`config.mk`:
```
export PLATFORM = sky130hd
export DESIGN_NAME = dma_thresh_planner
export DESIGN_NICKNAME = d
export VERILOG_FILES = /design/src/rtl/dtp_pkg.sv /design/src/rtl/dtp_word_conv.sv /design/src/rtl/dtp_div_search.sv /design/src/rtl/dma_thresh_planner.sv
export SDC_FILE = /design/constraint.sdc
export NUM_CORES = 1
export LEC_CHECK = 0
export BUFFER_PORTS_ARGS = -buffer_cell sky130_fd_sc_hd__buf_2
export CORE_UTILIZATION = 58
export DETAILED_ROUTE_END_ITERATION = 12
export MAX_ROUTING_LAYER = met4
export PLACE_DENSITY_LB_ADDON = 0.3
export SLEW_MARGIN = 0
export SYNTH_ARGS = -nofsm -noshare
export SYNTH_HDL_FRONTEND = slang
export SYNTH_SLANG_ARGS = --single-unit
```
`constraint.sdc`:
```
create_clock -name clk -period 39.9 [get_ports clk]
set_input_delay 1.995 -clock clk [delete_from_list [all_inputs] [get_ports clk]]
set_output_delay 1.995 -clock clk [all_outputs]
set_load 0.02 [all_outputs]
```
`src/rtl/dtp_pkg.sv`:
```
package dtp_pkg;
  typedef enum logic [1:0] {
    SYNC_ELEMENT = 2'd0,
    SYNC_FRAME   = 2'd1,
    SYNC_PACKET  = 2'd2
  } sync_e;
endpackage

```
`src/rtl/dtp_word_conv.sv`:
```
module dtp_word_conv #(
  parameter int WORD_W = 12
) (
  input  logic [WORD_W:0]   bytes_in,
  input  logic              wide,
  output logic [WORD_W-1:0] words_out
);
  logic [WORD_W:0] shifted;
  logic            unused_msb;

  // 16-bit samples: two bytes per word; 32-bit samples: four bytes per word
  assign shifted    = wide ? (bytes_in >> 2) : (bytes_in >> 1);
  assign words_out  = shifted[WORD_W-1:0];
  assign unused_msb = shifted[WORD_W];
endmodule

```
`src/rtl/dtp_div_search.sv`:
```
module dtp_div_search #(
  parameter int WORD_W = 12
) (
  input  logic              clk,
  input  logic              rst_n,
  input  logic              load,
  input  logic [WORD_W-1:0] per_in,
  input  logic [WORD_W-1:0] div_in,
  output logic              busy,
  output logic              finish,
  output logic              fail,
  output logic [WORD_W-1:0] quot
);
  logic [WORD_W-1:0] per_q, div_q;
  logic [WORD_W:0]   step_cnt;
  logic              busy_q, advance;

  function automatic logic has_rem(input logic [WORD_W-1:0] a, input logic [WORD_W-1:0] b);
    return (b == '0) ? 1'b0 : ((a % b) != '0);
  endfunction

  function automatic logic [WORD_W-1:0] safe_div(input logic [WORD_W-1:0] a, input logic [WORD_W-1:0] b);
    return (b == '0) ? '0 : (a / b);
  endfunction

  assign advance = busy_q && has_rem(per_q, div_q) && (div_q < per_q);
  assign finish  = busy_q && !advance;
  assign fail    = (div_q == per_q);
  assign quot    = safe_div(per_q, div_q);
  assign busy    = busy_q;

  always_ff @(posedge clk) begin
    if (!rst_n) begin
      busy_q   <= 1'b0;
      per_q    <= '0;
      div_q    <= '0;
      step_cnt <= '0;
    end else if (load) begin
      busy_q   <= 1'b1;
      per_q    <= per_in;
      div_q    <= div_in;
      step_cnt <= '0;
    end else if (finish) begin
      busy_q <= 1'b0;
    end else if (advance) begin
      div_q    <= div_q + 1'b1;
      step_cnt <= step_cnt + 1'b1;
    end
  end

  AST_DIV_BOUNDED: assert property (@(posedge clk) disable iff (!rst_n)
    busy_q |-> (div_q <= per_q));
  AST_SEARCH_ENDS: assert property (@(posedge clk) disable iff (!rst_n)
    finish |=> !busy_q);
  AST_LAT_BOUND: assert property (@(posedge clk) disable iff (!rst_n)
    busy_q |-> (step_cnt <= {1'b0, per_q}));
endmodule

```
`src/rtl/dma_thresh_planner.sv`:
```
module dma_thresh_planner
  import dtp_pkg::*;
#(
  parameter int WORD_W = 12,
  parameter int CH_W   = 5
) (
  input  logic              clk,
  input  logic              rst_n,
  input  logic              start,
  input  logic [WORD_W:0]   period_bytes,
  input  logic              wide_sample,
  input  logic [WORD_W-1:0] max_thresh,
  input  logic [CH_W-1:0]   channels,
  input  logic              thresh_mode,
  output logic              done,
  output logic              err,
  output logic [1:0]        sync_mode,
  output logic [WORD_W-1:0] pkt_size,
  output logic [WORD_W-1:0] thresh_words
);
  localparam int CH_PAD = WORD_W - CH_W;
  localparam logic [WORD_W-1:0] ONE_W = WORD_W'(1);

  function automatic logic [WORD_W-1:0] ceil_div(input logic [WORD_W-1:0] p, input logic [WORD_W-1:0] m);
    return (p / m) + {{(WORD_W-1){1'b0}}, ((p % m) != '0)};
  endfunction

  logic [WORD_W-1:0] words, max_c, first_div, ch_ext;
  logic              accept, direct, load;
  logic              srch_busy, srch_finish, srch_fail;
  logic [WORD_W-1:0] srch_quot;
  sync_e             dir_mode;
  logic [WORD_W-1:0] dir_pkt, dir_thr;

  logic              done_q, err_q, req_tm;
  sync_e             mode_q;
  logic [WORD_W-1:0] pkt_q, thr_q, req_per, req_max;

  dtp_word_conv #(.WORD_W(WORD_W)) conv_i (
    .bytes_in (period_bytes),
    .wide     (wide_sample),
    .words_out(words)
  );

  assign max_c     = (max_thresh == '0) ? ONE_W : max_thresh;
  assign ch_ext    = {{CH_PAD{1'b0}}, channels};
  assign accept    = start && !srch_busy;
  assign direct    = !thresh_mode || (words <= max_c);
  assign load      = accept && !direct;
  assign first_div = ceil_div(words, max_c);

  always_comb begin
    if (thresh_mode) begin
      dir_mode = SYNC_FRAME;   dir_pkt = '0;     dir_thr = words;
    end else if (channels > CH_W'(1)) begin
      dir_mode = SYNC_PACKET;  dir_pkt = ch_ext; dir_thr = ch_ext;
    end else begin
      dir_mode = SYNC_ELEMENT; dir_pkt = '0;     dir_thr = ONE_W;
    end
  end

  dtp_div_search #(.WORD_W(WORD_W)) search_i (
    .clk   (clk),
    .rst_n (rst_n),
    .load  (load),
    .per_in(words),
    .div_in(first_div),
    .busy  (srch_busy),
    .finish(srch_finish),
    .fail  (srch_fail),
    .quot  (srch_quot)
  );

  always_ff @(posedge clk) begin
    if (!rst_n) begin
      done_q  <= 1'b0;
      err_q   <= 1'b0;
      mode_q  <= SYNC_ELEMENT;
      pkt_q   <= '0;
      thr_q   <= '0;
      req_per <= '0;
      req_max <= '0;
      req_tm  <= 1'b0;
    end else begin
      done_q <= 1'b0;
      if (accept) begin
        req_per <= words;
        req_max <= max_c;
        req_tm  <= thresh_mode;
        if (direct) begin
          done_q <= 1'b1;
          err_q  <= 1'b0;
          mode_q <= dir_mode;
          pkt_q  <= dir_pkt;
          thr_q  <= dir_thr;
        end
      end else if (srch_finish) begin
        done_q <= 1'b1;
        if (srch_fail) begin
          err_q  <= 1'b1;
          mode_q <= SYNC_ELEMENT;
          pkt_q  <= '0;
          thr_q  <= '0;
        end else begin
          err_q  <= 1'b0;
          mode_q <= SYNC_PACKET;
          pkt_q  <= srch_quot;
          thr_q  <= srch_quot;
        end
      end
    end
  end

  assign done         = done_q;
  assign err          = err_q;
  assign sync_mode    = mode_q;
  assign pkt_size     = pkt_q;
  assign thresh_words = thr_q;

  AST_ERR_NO_CONFIG: assert property (@(posedge clk) disable iff (!rst_n)
    err_q |-> (mode_q == SYNC_ELEMENT && pkt_q == '0 && thr_q == '0));
  AST_PKT_FITS: assert property (@(posedge clk) disable iff (!rst_n)
    (done_q && !err_q && req_tm && mode_q == SYNC_PACKET) |->
      (pkt_q != '0 && pkt_q <= req_max && (req_per % pkt_q) == '0));
  AST_THR_IS_PKT: assert property (@(posedge clk) disable iff (!rst_n)
    (done_q && mode_q == SYNC_PACKET) |-> (thr_q == pkt_q));
  AST_FRAME_FITS: assert property (@(posedge clk) disable iff (!rst_n)
    (done_q && mode_q == SYNC_FRAME) |-> (thr_q == req_per && thr_q <= req_max));
  AST_START_IGNORED: assert property (@(posedge clk) disable iff (!rst_n)
    (srch_busy && start) |=> ($stable(req_per) && $stable(req_max)));
  AST_DONE_PULSE: assert property (@(posedge clk) disable iff (!rst_n)
    (done_q && !start) |=> !done_q);
endmodule

```
### Word-level counts from Yosys, hierarchy flattened

Cells that the tools add are included.

| word-level totals | value |
|---|---|
| input bits | 35 |
| register bits after elaboration | 53 |
| word-level logic and storage cells | 71 |

| operators by class | value |
|---|---|
| magnitude comparators | 3 |
| add/sub/neg operators | 2 |
| div/mod/pow operators | 4 |
| reductions and logical operators | 19 |
| multiplexer cells | 32 |
| equality and inequality tests | 3 |

Operators by type and width:

| kind | count |
|---|---|
| $mux 12 | 13 |
| $div 12x12->12 | 2 |
| $logic_not 12->1 | 2 |
| $mod 12x12->12 | 2 |
| $reduce_bool 12->1 | 2 |
| $mux 5 | 3 |
| $add 12x1->12 | 1 |
| $add 12x1->12 const B | 1 |
| $eq 12x12->1 | 1 |
| $le 12x12->1 | 1 |
| $lt 12x12->1 | 1 |
| $mux 2 | 6 |
| $mux 1 | 10 |
| $reduce_bool 2->1 | 3 |
| $gt 5x1->1 const B | 1 |
| $logic_and 1x1->1 | 5 |
| $logic_not 1->1 | 4 |
| $reduce_and 2->1 | 2 |
| $ne 2x1->1 const B | 1 |
| $ne 2x2->1 const B | 1 |
| $logic_or 1x1->1 | 1 |

### Longest topological paths before layout

Gate-level depths: netlist of run 1.

| logic depth | value |
|---|---|
| word-level depth | 9 |
| mapped depth | 110 |
| depth with buffers taken out | 101 |

### Hierarchy

Synthesis of run 1 repeated with hierarchy kept, for this count alone.

| unflattened totals | value |
|---|---|
| cells, all modules | 1654 |
| area total of the unflattened synthesis | 12104.1 µm² |

Modules (own cells, without submodules):

| module | instances | area each (µm²) | cells an instance | seq. area each (µm²) |
|---|---|---|---|---|
| dtp_div_search | 1 | 6064.6 | 832 | 500.5 |
| dma_thresh_planner | 1 | 5861.9 | 809 | 560.5 |
| dtp_word_conv | 1 | 177.7 | 13 | 0.0 |

### Worst setup path after synthesis of run 1

OpenSTA, ideal clock, no wires.

| path | value |
|---|---|
| kind | input to register |
| start point | input max_thresh[9] |
| end point | register search_i.div_q[3] |
| data arrival time | 24417 ps |
| slack | 15409 ps |
| library setup time | 74 ps |
| cell stages on the path | 99 |
| required time | 39826 ps |
| path buffers | 9 |
| cell sequence | or3_1 -> clkbuf_1 -> nor4_1 -> clkbuf_1 -> and2_1 -> or2_2 -> inv_1 -> ha_1 -> or4b_2 -> nor4_1 -> a311oi_1 -> nor3_1 -> ha_1 -> o21a_1 -> o211a_1 -> and2_1 -> o41ai_1 -> ha_1 -> [63 not listed] -> fa_1 -> a21o_1 -> a21oi_1 -> o21ai_0 -> a2111o_1 -> nand2_1 -> o211ai_1 -> a31oi_1 -> o21bai_1 -> nor2_1 -> or4b_1 -> a22o_1 -> ha_1 -> nand2_1 -> xnor2_1 -> o21ai_0 -> or4_1 -> o21ai_0 |

| between the ends | value |
|---|---|
| longest elaborated chain between the ends | 8 |

RTL lines:

| item | RTL line | text |
|---|---|---|
| start, declared | dma_thresh_planner.sv:12 | `input logic [WORD_W-1:0] max_thresh,` |
| $logic_not 12->1 | dma_thresh_planner.sv:45 | `assign max_c = (max_thresh == '0) ? ONE_W : max_thresh;` |
| $mux 12 * | dma_thresh_planner.sv:45 |  |
| branches (longest 6 deep; another with $mod 12x12->12) | - |  |
| end signal, assigned | dtp_div_search.sv:41 | `div_q <= div_in;` |
| end signal, assigned | dtp_div_search.sv:46 | `div_q <= div_q + 1'b1;` |
| end, declared | dtp_div_search.sv:14 | `logic [WORD_W-1:0] per_q, div_q;` |

Every way passes the cells marked *.
A chain may end at the register's enable or synchronous reset.

### Worst setup path in the final report of run 1

| path | value |
|---|---|
| start point | input max_thresh[9] |
| end point | register search_i.div_q[6] |

The elaborated chain is that of the path after synthesis.

==> impl_metrics.py, run 1 <==
metrics = {
    "finish": {
        "drive_gt1_share_pct": 8.18,
        "area_delta_synth_final_pct": 5.65,
        "fin_nets": 1909,
    },
    "logic_synthesis": {
        "synth-adder-area-share_pct": 20.0,
        "yosysSeqAreaShare_pct": 8.95,
        "synth_top_family_by_area": "compound AO/OA/AOI/OAI gates",
        "ys_warn_count": 0,
        "synth_compound_area_share_pct": 31.1,
        "syn_area_mm2": 0.0119,
        "synth_edf_count": 0,
        "async_reset_ff_share_pct": 0,
        "synth.area.mux_share_pct": 3.95,
        "synthSimpleGateAreaFrac_pct": 24.8,
        "ys_seq_elements": 53,
        "synth_cell_types": 90,
        "synth_cells": 1660,
        "syn_nets": 1883,
        "syn_area_per_cell_um2": 7.14,
        "synthFlopType": "dfxtp_1",
        "synth_xor_area_share_pct": 5.17,
    },
    "routing": {
        "drc": 0,
        "antenna_left": 0,
        "first_pass_iters": 5,
        "routed_via_density": 6.61,
        "wl_met2_um": 17300,
        "drt_iter0_markers": 826,
        "num_vias": 12900,
        "drt-total-wl_um": 36500,
        "top_layer_used": "met4",
        "m1WireLength_um": 15100,
        "wl_met3_um": 2350,
        "wire_per_inst_um": 18.7,
    },
    "placement": {
        "gp_congestion": 0.997,
        "numPortBuffers": 61,
        "detailed_place_hpwl_um": 29000,
    },
    "floorplanning": {
        "rows": 51,
        "die_y_um": 145,
        "io_pins": 63,
        "die-width_um": 145,
        "initial_core_util_pct": 60.1,
        "core_mm2": 0.0197,
        "dieArea_mm2": 0.0210,
    },
    "sta": {
        "setup_viol": 0,
        "hold_ws_ps": 462,
        "fin_skew_ps": 4.78,
        "rsz0062_at_grt": "false",
        "worst_pin_slew_ps": 1080,
        "period_needed_ps": 28360,
        "drv_slew": 0,
        "fin_crit_sh_pct": 71.1,
        "fmax_ghz": 0.0353,
        "hold_viol_final": 0,
        "tns_ps": 0,
        "maxSlewHeadroom_pct": 28.2,
    },
    "worst_setup_path": {
        "worst-endpoint-required_ps": 40110,
        "cp_max_fo": 17,
        "cp.arrival_ps": 28570,
        "start_kind": "input port",
        "worst-setup-path-type": "input port to register",
        "cp_common_cell": "ha_1",
        "crit_slowest_cell": "o311ai_0",
        "max_stage_delay_ps": 670,
        "worstSetupEndpointType": "register",
    },
    "grt": {
        "grt_max_degree": 37,
        "first_global_vias": 12300,
        "grt.total_usage_pct": 34.9,
        "antenna_found_initial": 1,
        "grt_pass1_wl_um": 59500,
        "grt-ovfl-total": 0,
    },
    "clock_network": {
        "hold_buffers": 0,
        "ctsLongestPathBuffers": 2,
        "cts-resized-gates": 0,
        "post_cts_buffers": 0,
        "cts_root_buf": "clkbuf_16",
        "clock-sinks": 53,
        "cts_tree": "done",
        "clk_latency_ps": 300,
        "numCtsBuffers": 5,
        "path_clk_slew_ps": 70,
        "h-tree-depth": 2,
    },
    "run": {
        "max_cap_violations": 0,
    },
    "worst_hold_path": {
        "hp-class": "register to register",
    },
    "outcome": {
        "status": "completed",
    },
}
-- metal layers --
| layer | vias to the layer above | GRT usage, % |
|---|---|---|
| li1 | 6288 | - |
| met1 | 6025 | 41.5 |
| met2 | 474 | 58.4 |
| met3 | 125 | 3.49 |
| met4 | 0 | 17.9 |
| met5 | - | - |
-- worst max-delay path: cells and delay by family --
family	cells	cell delay [ps]
compound gates	47	13580
fa+ha+maj	14	4510
xor+xnor	1	270
buf+inv	8	1460
mux	4	1430
simple gates	23	5280
-- synthesized netlist by cell type (all sizes together) (14+ instances only) --
cell    count  area, µm²
o211ai     28        215
nand3      34        170
nand4      28        175
o22ai      15       93.8
mux2i      31        310
nor2      156        586
xor2       21        184
or3        32        205
a211oi     38        290
or2        17        106
nor2b      17        106
o21ai     114        571
a21boi     17        128
a31oi      19        125
o21a       64        480
inv       127        477
nand2b     17        106
o31ai      15        113
a21o       26        195
nand2     117        442
mux2       14        158
ha        186       2330
nor3       85        437
nor4       18        143
a21oi      99        495
clkbuf     48        180
xnor2      49        429
dfxtp      53       1060
-- registers in the layout (all words and copies together), names as in the netlist --
signal          flops
done                1
err                 1
search_i.busy       1
sync_mode           2
search_i.div_q     12
pkt_size           12
thresh_words       12
search_i.per_q     12
-- cells in the final DEF (no fill, tap or decap), types with 49 or more instances in the layout --
cell type,instances
inv_1,127
o21a_1,64
a21oi_1,98
o21ai_0,106
dfxtp_1,53
ha_1,186
buf_2,61
nor2_1,156
nand2_1,116
nor3_1,84
xnor2_1,49
-- path summary, 6_finish.rpt --
kind	start	endpoint	slack (ps)	depth (start not counted)
setup / recovery	max_thresh[9]	search_i.div_q[6]$_SDFFE_PN0P_	11540	97
hold / removal	sync_mode[1]$_SDFFE_PN0P_	sync_mode[1]$_SDFFE_PN0P_	460	2
setup reg to reg	search_i.div_q[10]$_SDFFE_PN0P_	pkt_size[9]$_SDFFE_PN0P_	16540	78
hold reg to reg	sync_mode[1]$_SDFFE_PN0P_	sync_mode[1]$_SDFFE_PN0P_	460	2
-- layout make-up --
type / instances / area, µm²
multi-input cells: 1423 / 10100
fillers: 1824 / 7190
flip-flops and latches: 53 / 1060
inverters: 127 / 477
repair buffers: 76 / 418
well taps: 265 / 332
clock buffers: 6 / 139
clock inverters: 2 / 13.8
diodes: 1 / 2.50
-- cell families after synthesis --
family,after synthesis
compound gates,537
fa+ha+maj,188
simple gates,583
buf+inv,184
flops,53
xor+xnor,70
mux,45
-- per-stage QoR --
stage	instance area [µm²]	setup WS, ps	cells	utilization, %
floorplan	11900	15410	1660	-
global placement	12400	12380	1944	62.7
detailed placement	12400	11870	1944	62.7
CTS	12500	12010	1952	63.5
global route	12500	9800	1953	63.5
finish	12500	11540	1953	63.5
Power of run 1 is not shown: default switching activity piles up to over one toggle a cycle in this logic, so the estimate is an artifact.
==> run 2, diff against run 1 <==
==> constraint.sdc (replaced) <==
create_clock -name clk -period 24.2 [get_ports clk]
set_input_delay 1.21 -clock clk [delete_from_list [all_inputs] [get_ports clk]]
set_output_delay 1.21 -clock clk [all_outputs]
set_load 0.02 [all_outputs]
==> run 2 against run 1 <==
Net effect:
- via count up 1.9%
- register-to-register slack worse by 15000 ps
- routed wire length increased by 2.4%
- setup slack worse by 11000 ps
- critical endpoint unchanged
==> impl_metrics.py, run 2 (synthesis gave the netlist of run 1 again) <==
metrics = {
    "finish": {
        "drive_gt1_share_pct": 12.4,
        "layout_common_cells": "ha_1 (183), nor2_1 (154), inv_1 (127), nand2_1 (116), o21ai_0 (100)",
        "antenna_cells": 0,
        "area_delta_synth_final_pct": 9.59,
        "fin_nets": 1952,
        "final_common_cell": "ha_1",
    },
    "worst_hold_path": {
        "holdPathStages": 2,
        "hp-class": "register to register",
    },
    "worst_setup_path": {
        "worst-setup-path-type": "input port to register",
        "r2r_start": "search_i.div_q[0]$_SDFFE_PN0P_",
        "cp-endpoint": "search_i.div_q[6]$_SDFFE_PN0P_",
        "cp_max_fo": 10,
        "worstSetupEndpointType": "register",
        "cp_common_cell": "ha_1",
        "crit_slowest_cell": "or4b_2",
        "max_stage_delay_ps": 610,
        "start_kind": "input port",
        "r2r_cells": 81,
        "critPathLaunch": "max_thresh[9]",
        "worst-endpoint-required_ps": 24410,
        "critical-path-top-delay-family": "compound AO/OA/AOI/OAI gates",
        "path_depth": 101,
        "cp.arrival_ps": 23490,
        "worstPathBufferInverterCount": 11,
        "rrSetupSlack_ps": 1330,
        "reg2reg_to": "pkt_size[9]$_SDFFE_PN0P_",
    },
    "grt": {
        "grt_max_degree": 36,
        "antenna_found_initial": 0,
        "grt_pass1_wl_um": 59600,
        "grt.total_usage_pct": 35.3,
        "grt-ovfl-total": 0,
        "first_global_vias": 12200,
    },
    "routing": {
        "drt-total-wl_um": 37400,
        "first_pass_iters": 8,
        "drc": 0,
        "routed_via_density": 6.60,
        "num_vias": 13200,
        "antenna_left": 0,
        "drt_iter0_markers": 775,
        "wire_per_inst_um": 18.7,
    },
    "sta": {
        "maxSlewHeadroom_pct": 25.0,
        "drv_slew": 0,
        "fin_ws_ps": 915,
        "setup_viol": 0,
        "rsz0062_at_grt": "true",
        "fin_skew_ps": 4.61,
        "fmax_ghz": 0.0429,
        "fin_crit_sh_pct": 96.2,
        "period_needed_ps": 23280,
        "worst_pin_slew_ps": 1120,
        "hold_viol_final": 0,
    },
    "clock_network": {
        "clk_latency_ps": 300,
        "path_clk_slew_ps": 70,
        "ctsLongestPathBuffers": 2,
        "cts_root_buf": "clkbuf_16",
        "cts_tree": "done",
        "hold_buffers": 0,
        "numCtsBuffers": 5,
        "h-tree-depth": 2,
        "clock-sinks": 53,
    },
    "floorplanning": {
        "die_y_um": 145,
        "initial_core_util_pct": 60.1,
        "die-width_um": 145,
        "dieArea_mm2": 0.0210,
        "core_mm2": 0.0197,
        "rows": 51,
        "io_pins": 63,
    },
    "placement": {
        "dp_worst_setup_slack_ps": -320,
        "numPortBuffers": 61,
        "detailed_place_hpwl_um": 29700,
        "gp_congestion": 0.998,
    },
    "outcome": {
        "status": "completed",
    },
    "run": {
        "max_cap_violations": 0,
    },
}
[run 2: worst min path at each step]
| stage | startpoint | endpoint | slack (ps) |
|---|---|---|---|
| global placement | thresh_words[9]$_SDFFE_PN0P_ | thresh_words[9]$_SDFFE_PN0P_ | 450 |
| CTS | pkt_size[3]$_SDFFE_PN0P_ | pkt_size[3]$_SDFFE_PN0P_ | 460 |
| finish | pkt_size[0]$_SDFFE_PN0P_ | pkt_size[0]$_SDFFE_PN0P_ | 470 |
| global route | pkt_size[3]$_SDFFE_PN0P_ | pkt_size[3]$_SDFFE_PN0P_ | 480 |
| floorplan | search_i.per_q[11]$_SDFFE_PN0P_ | search_i.per_q[11]$_SDFFE_PN0P_ | 450 |
| detailed placement | thresh_words[10]$_SDFFE_PN0P_ | thresh_words[10]$_SDFFE_PN0P_ | 450 |
[run 2: metrics by stage]
step / std cells / area [µm²] / hold WS (ps) / TNS (ps) / util (%)
CTS: 1981 / 12700 / 463 / 0 / 64.6
global placement: 1973 / 12600 / 445 / 0 / 63.8
detailed placement: 1973 / 12600 / 449 / -1400 / 63.8
global route: 1995 / 13000 / 484 / -957 / 65.9
floorplan: 1660 / 11900 / 453 / 0 / -
finish: 1995 / 13000 / 465 / 0 / 65.9
[run 2: area by class of cell]
class,count,area [µm²]
clock inverters,2,13.8
inverters,127,477
well taps,265,332
multi-input cells,1423,10200
clock buffers,6,129
repair buffers,119,741
fillers,1757,6730
flip-flops and latches,53,1060
[run 2: worst register-to-register path: cells and delay by family, from the launching register on]
family	cells	cell delay, ps
AO/OA/AOI/OAI	40	11610
buffers and inverters	9	960
adder cells (fa/ha/maj)	12	3900
multiplexers	2	860
flip-flops	1	390
AND/OR/NAND/NOR	18	5070
[run 2: per-layer routing]
metal / vias up / track usage (%) / routed length (µm)
met5: - / - / 0
met4: 0 / 17.0 / 1800
met3: 143 / 3.62 / 2550
met2: 584 / 59.6 / 17600
met1: 6060 / 41.8 / 15400
li1: 6371 / - / -
[run 2: what timing repair did]
action / 4_1_cts / 5_1_grt
hold endpoints to repair: 0 / 0
setup buffers: 0 / 14
gates resized for setup: 1 / 44
pin swaps: 0 / 8
setup endpoints to repair: 4 / 39
Power of run 2 is left out for the same reason.
